`config.mk`:
```
export PLATFORM = sky130hd
export DESIGN_NAME = pulse_timer
export DESIGN_NICKNAME = d
export VERILOG_FILES = /design/src/rtl/pulse_timer_pkg.sv /design/src/rtl/pulse_timer_edge.sv /design/src/rtl/pulse_timer_core.sv /design/src/rtl/pulse_timer_flag.sv /design/src/rtl/pulse_timer.sv
export SDC_FILE = /design/constraint.sdc
export NUM_CORES = 1
export LEC_CHECK = 0
export ABC_CLOCK_PERIOD_IN_PS = 2600
export BUFFER_PORTS_ARGS = -buffer_cell sky130_fd_sc_hd__buf_2
export CELL_PAD_IN_SITES_DETAIL_PLACEMENT = 2
export CELL_PAD_IN_SITES_GLOBAL_PLACEMENT = 2
export CORE_MARGIN = 1
export CORE_UTILIZATION = 35
export DETAILED_ROUTE_END_ITERATION = 16
export PLACE_DENSITY_LB_ADDON = 0.25
export REMOVE_ABC_BUFFERS = 1
export SYNTH_ARGS = -nofsm -noshare
export SYNTH_HDL_FRONTEND = slang
export SYNTH_SLANG_ARGS = --single-unit
export TNS_END_PERCENT = 50
```
`constraint.sdc`:
```
create_clock -name clk -period 2.6 [get_ports clk]
set_input_delay 0.52 -clock clk [delete_from_list [all_inputs] [get_ports clk]]
set_output_delay 0.52 -clock clk [all_outputs]
set_load 0.02 [all_outputs]
```
`src/rtl/pulse_timer_pkg.sv`:
```
package pulse_timer_pkg;

  typedef enum logic [1:0] {
    MODE_TIMER   = 2'd0,
    MODE_EVENT   = 2'd1,
    MODE_MEASURE = 2'd2,
    MODE_IDLE    = 2'd3
  } mode_e;

  localparam int unsigned ADDR_W = 2;

  localparam logic [ADDR_W-1:0] A_COUNT   = 2'd0;
  localparam logic [ADDR_W-1:0] A_CTRL    = 2'd1;
  localparam logic [ADDR_W-1:0] A_STATUS  = 2'd2;
  localparam logic [ADDR_W-1:0] A_CAPTURE = 2'd3;

  localparam int unsigned CB_WIDTH = 2;
  localparam int unsigned CB_FALL  = 3;
  localparam int unsigned CB_START = 4;

  typedef struct packed {
    logic  start;
    logic  fall_pol;
    logic  width_sel;
    mode_e mode;
  } ctrl_t;

endpackage

```
`src/rtl/pulse_timer_edge.sv`:
```
module pulse_timer_edge #(
  parameter int unsigned STAGES = 2
) (
  input  logic clk,
  input  logic rst,
  input  logic pin_async,
  output logic rise,
  output logic fall
);

  logic [STAGES-1:0] sync_q;
  logic              prev_q;

  generate
    if (STAGES == 1) begin : g_one
      always_ff @(posedge clk) begin
        if (rst) sync_q <= '0;
        else     sync_q <= pin_async;
      end
    end else begin : g_chain
      always_ff @(posedge clk) begin
        if (rst) sync_q <= '0;
        else     sync_q <= {sync_q[STAGES-2:0], pin_async};
      end
    end
  endgenerate

  always_ff @(posedge clk) begin
    if (rst) prev_q <= 1'b0;
    else     prev_q <= sync_q[STAGES-1];
  end

  assign rise = sync_q[STAGES-1] & ~prev_q;
  assign fall = ~sync_q[STAGES-1] & prev_q;

endmodule

```
`src/rtl/pulse_timer_core.sv`:
```
module pulse_timer_core
  import pulse_timer_pkg::*;
#(
  parameter int unsigned CNT_W = 16
) (
  input  logic             clk,
  input  logic             rst,
  input  mode_e            mode,
  input  logic             run,
  input  logic             start_rise,
  input  logic             tick,
  input  logic             evt_edge,
  input  logic             meas_edge,
  input  logic             load_wr,
  input  logic [CNT_W-1:0] load_val,
  output logic [CNT_W-1:0] count_q,
  output logic [CNT_W-1:0] reload_q,
  output logic [CNT_W-1:0] capture_q,
  output logic             reload_now,
  output logic             meas_req
);

  localparam logic [CNT_W-1:0] ONE = CNT_W'(1);

  logic first_q;
  logic step;

  always_comb begin
    case (mode)
      MODE_TIMER: step = run & tick;
      MODE_EVENT: step = run & evt_edge;
      default:    step = 1'b0;
    endcase
  end

  assign reload_now = step & (count_q == '0);
  assign meas_req   = run & (mode == MODE_MEASURE) & meas_edge & ~first_q;

  always_ff @(posedge clk) begin
    if (rst) begin
      reload_q <= '0;
    end else if (load_wr) begin
      reload_q <= load_val;
    end
  end

  always_ff @(posedge clk) begin
    if (rst) begin
      count_q   <= '0;
      capture_q <= '0;
      first_q   <= 1'b0;
    end else begin
      if (start_rise) first_q <= 1'b1;
      if (!run) begin
        if (load_wr) count_q <= load_val;
      end else if (mode == MODE_MEASURE) begin
        if (meas_edge) begin
          capture_q <= count_q;
          count_q   <= '0;
          first_q   <= 1'b0;
        end else if (tick) begin
          count_q <= count_q + ONE;
        end
      end else if (step) begin
        count_q <= (count_q == '0) ? reload_q : count_q - ONE;
      end
    end
  end

endmodule

```
`src/rtl/pulse_timer_flag.sv`:
```
module pulse_timer_flag (
  input  logic clk,
  input  logic rst,
  input  logic set_i,
  input  logic clr_i,
  output logic flag_q
);

  always_ff @(posedge clk) begin
    if (rst)        flag_q <= 1'b0;
    else if (set_i) flag_q <= 1'b1;
    else if (clr_i) flag_q <= 1'b0;
  end

endmodule

```
`src/rtl/pulse_timer.sv`:
```
module pulse_timer
  import pulse_timer_pkg::*;
#(
  parameter int unsigned CNT_W       = 16,
  parameter int unsigned SYNC_STAGES = 2
) (
  input  logic              clk,
  input  logic              rst,
  input  logic              tick_en,
  input  logic              pin_in,
  input  logic              wr_en,
  input  logic [ADDR_W-1:0] wr_addr,
  input  logic [CNT_W-1:0]  wr_data,
  input  logic              rd_en,
  input  logic [ADDR_W-1:0] rd_addr,
  output logic [CNT_W-1:0]  rd_data,
  output logic              irq
);

  ctrl_t            ctrl_q;
  logic             rise, fall;
  logic             evt_edge, meas_edge;
  logic             wr_count, wr_ctrl, wr_status;
  logic             start_rise, mode_chg;
  logic             irq_set, irq_clr;
  logic [CNT_W-1:0] count_q, reload_q, capture_q;
  logic             reload_now, meas_req;
  logic [CNT_W-1:0] count_view;
  logic             run;

  assign wr_count  = wr_en & (wr_addr == A_COUNT);
  assign wr_ctrl   = wr_en & (wr_addr == A_CTRL);
  assign wr_status = wr_en & (wr_addr == A_STATUS);
  assign run       = ctrl_q.start;

  assign start_rise = wr_ctrl & wr_data[CB_START] & ~ctrl_q.start;
  assign mode_chg   = wr_ctrl & run & (ctrl_q.mode == MODE_MEASURE)
                    & (wr_data[CB_WIDTH] != ctrl_q.width_sel);

  always_ff @(posedge clk) begin
    if (rst) begin
      ctrl_q <= '0;
    end else if (wr_ctrl) begin
      ctrl_q.mode      <= mode_e'(wr_data[1:0]);
      ctrl_q.width_sel <= wr_data[CB_WIDTH];
      ctrl_q.fall_pol  <= wr_data[CB_FALL];
      ctrl_q.start     <= wr_data[CB_START];
    end
  end

  pulse_timer_edge #(.STAGES(SYNC_STAGES)) u_edge (
    .clk       (clk),
    .rst       (rst),
    .pin_async (pin_in),
    .rise      (rise),
    .fall      (fall)
  );

  assign evt_edge  = ctrl_q.fall_pol ? fall : rise;
  assign meas_edge = ctrl_q.width_sel ? (rise | fall) : evt_edge;

  pulse_timer_core #(.CNT_W(CNT_W)) u_core (
    .clk        (clk),
    .rst        (rst),
    .mode       (ctrl_q.mode),
    .run        (run),
    .start_rise (start_rise),
    .tick       (tick_en),
    .evt_edge   (evt_edge),
    .meas_edge  (meas_edge),
    .load_wr    (wr_count),
    .load_val   (wr_data),
    .count_q    (count_q),
    .reload_q   (reload_q),
    .capture_q  (capture_q),
    .reload_now (reload_now),
    .meas_req   (meas_req)
  );

  assign irq_set = reload_now | meas_req | mode_chg;
  assign irq_clr = wr_status & ~wr_data[0];

  pulse_timer_flag u_flag (
    .clk    (clk),
    .rst    (rst),
    .set_i  (irq_set),
    .clr_i  (irq_clr),
    .flag_q (irq)
  );

  assign count_view = reload_now ? '1 : count_q;

  always_ff @(posedge clk) begin
    if (rst) begin
      rd_data <= '0;
    end else if (rd_en) begin
      case (rd_addr)
        A_COUNT:  rd_data <= count_view;
        A_CTRL:   rd_data <= CNT_W'(ctrl_q);
        A_STATUS: rd_data <= CNT_W'(irq);
        default:  rd_data <= capture_q;
      endcase
    end
  end

endmodule

```
==> summary.txt <==
Cts hold-fix bufs - 0
Hold depth - 2
Max-cap violations - 0
Achievable frequency - 426 MHz
Die span in x - 110 um
Most used flip-flop cell after synthesis - dfxtp_1
GR Overflow Total - 0
R2R depth - 5
First-pass DRT Iterations - 4
Required time worst endpoint - 2.84 ns
Worst-path fanout max - 17
Reg2Reg Setup Slack - 0.25 ns
Cell taking the most area after synthesis - dfxtp_1
Measured slew at the worst slew-check pin - 0.746 ns
Final setup violation count - 0
Design area - 4810 um^2
Asr flop ratio synth - 0
DR WL/cell - 20.3 um
Max Slew Vio Count - 0
VDD IR max - 321 uV
Worst hold slack - 0.395 ns
Antenna viol nets, final - 0
CTS tree - built
Min-Delay Endpoint - u_edge.sync_q[0]
Synthesis warning total - 0
Final antenna diode count - 0
Power density over the cells - 658 nW/um^2
Gr usage total - 0.257
CTS sink cnt - 74
HP Start - pin_in
WL final - 14400 um
Cell area after synthesis - 4080 um^2
R2r endpoint - u_core.count_q[0]
Drt drc - 0
Crit path kind - flop to flop
Worst slew margin - 0.503
Starting Density - 0.359
PortBufs - 42
Hold Vio Cnt, Final - 0
Worst r2r src - u_core.count_q[3]
Area Growth Syn to Fin - 18.0%
Hold Path Class - input pin to flop
Vias - 3982
Mapped Cells - 527
H-tree Lvls - 3
Pleak - 1.84 nW
# IOs - 43
Place WS - 0.226 ns
Core Region - 11400 um^2
Top-count cell post-synth - nand2_1
Die area - 12100 um^2
CP Capture Type - flop
Synth Area per Inst - 7.74 um^2
Post-layout nets - 592
Status - finished clean
CTS root buffer - clkbuf_16
Leading cell types by count after synthesis - nand2_1, dfxtp_1, a21oi_1, nor2_1, clkbuf_1
Buffer depth of the longest clock path - 2
Total CTS buffers - 9
DP Area - 4490 um^2
Unrepaired setup endpoints after global routing - no
Startpoint Class - flop
Fraction of layout cells with a size suffix above 1 - 0.200
Critical path arrival - 2.59 ns
First-pass GRT wire length - 23100 um
Die boundary height - 110 um
Worst-path clk slew - 0.06 ns
Number of synthesized register bits - 74
GPL Wtd Cong - 0.811
Fin crit period - 2.35 ns
Ratio of final minimum period to clock period - 0.903
Share of the synthesized area in the top cell type - 0.363
Final setup skew - 0.00431 ns
# fillers - 1328
Post-cts resize count - 0
Num rows - 39
Final HPWL DP - 10000 um
Post-synth EDFFs - 0
Setup Buffers After CTS - 0
Initial drt markers - 209
Largest net degree at the start of global routing - 62
Post-synthesis sequential area ratio - 0.363
Worst-Skew Late Latency - 0.35 ns
Vias in the first global route - 4265
Via/cell ratio - 5.62
Setup WS post-layout - 0.253 ns
Synth top area cells - dfxtp_1, nand2_1, a21oi_1, nor2_1, a311oi_2
Initial antenna violation count - 0
Unique cell type count in the Yosys netlist - 54
## area by class of cell
cell class | count | area (um^2) | share of cell area
Tap cell | 143 | 179 | 0.0372
Inverter | 14 | 52.6 | 0.0109
Sequential cell | 74 | 1480 | 0.308
Clock inverter | 7 | 103 | 0.0213
Timing Repair Buffer | 69 | 413 | 0.0858
Clock buffer | 9 | 225 | 0.0468
Multi-Input combinational cell | 393 | 2360 | 0.490
## critical path, stage by stage, from the launching register on
cell      delay [ns]
dfxtp_1         0.37
nor4_4          0.49
nand3_1         0.18
or2_1           0.52
o211a_1         0.36
a221oi_1        0.31
## how the worst max path moves through the flow
| stage | startpoint | end | slack (ns) |
|---|---|---|---|
| finish | u_core.count_q[3] | u_core.count_q[0] | 0.25 |
| global route | u_core.count_q[0] | rd_data[2] | 0.06 |
| CTS | u_core.count_q[0] | rd_data[6] | 0.22 |
| detailed placement | u_core.count_q[0] | rd_data[6] | 0.23 |
| global placement | u_core.count_q[0] | rd_data[1] | 0.36 |
| floorplan | wr_addr[1] | u_core.count_q[15] | -0.02 |
## cell usage in the layout (no fill, tap or decap), types with 3 or more instances in the layout
cell type / instances
o211ai_1: 5
nor2_1: 49
nor4_4: 3
ha_1: 5
buf_4: 27
and2_1: 4
mux2i_1: 6
o21a_1: 4
clkbuf_16: 9
dfxtp_1: 74
nand2_1: 100
a21oi_1: 52
nor3_1: 11
xor2_1: 9
nand3_1: 8
inv_1: 13
a31oi_1: 7
nand4_1: 5
a221oi_1: 5
a211oi_1: 3
o221ai_1: 3
a311oi_1: 7
clkinv_4: 3
nor2b_1: 5
xnor2_1: 15
a311oi_2: 9
buf_2: 42
o21ai_2: 9
o21ai_1: 13
o31ai_1: 6
o21ai_0: 20
## power by group
group          total [mW]  switching [mW]  internal, mW
Sequential           1.23          0.0484          1.18
Combinational       0.552           0.350         0.202
Clock                1.39           0.542         0.849
Total                3.17           0.941          2.23
## layer usage
layer | wire [um] | vias to the layer above | track usage | part of all wire
met4 | 188 | 0 | 0.0886 | 0.013
met1 | 6610 | 1976 | 0.331 | 0.46
met5 | 0 | - | 0 | 0
li1 | - | 1912 | - | -
met3 | 588 | 19 | 0.0376 | 0.041
met2 | 6980 | 75 | 0.438 | 0.49
## per-stage QoR
step	power [mW]	util	std cells	setup TNS, ns
after global placement	1.77	0.395	693	0
after detailed placement	1.79	0.395	693	0
after floorplan	1.56	-	481	-0.0218
after global routing	3.29	0.423	709	0
final	3.17	0.423	709	0
after CTS	3.20	0.423	709	0
## registers in the layout (all words and copies together), names as in the netlist
| signal | flops |
|---|---|
| u_core.reload_q | 16 |
| run | 1 |
| u_core.capture_q | 16 |
| u_edge.prev_q | 1 |
| u_flag.flag_q | 1 |
| rd_data | 16 |
| u_edge.sync_q | 2 |
| ctrl_q | 4 |
| u_core.count_q | 16 |
| u_core.first_q | 1 |
## logic make-up after synthesis
kind of cell / synth area share
adders and majority gates: 0.0153
AOI/OAI and AO/OA: 0.255
and+or+nand+nor: 0.235
muxes: 0.0202
buffers and inverters: 0.0595
xor gates and xnor gates: 0.0515
DFF: 0.363
Power figures use the tool's default switching activity.
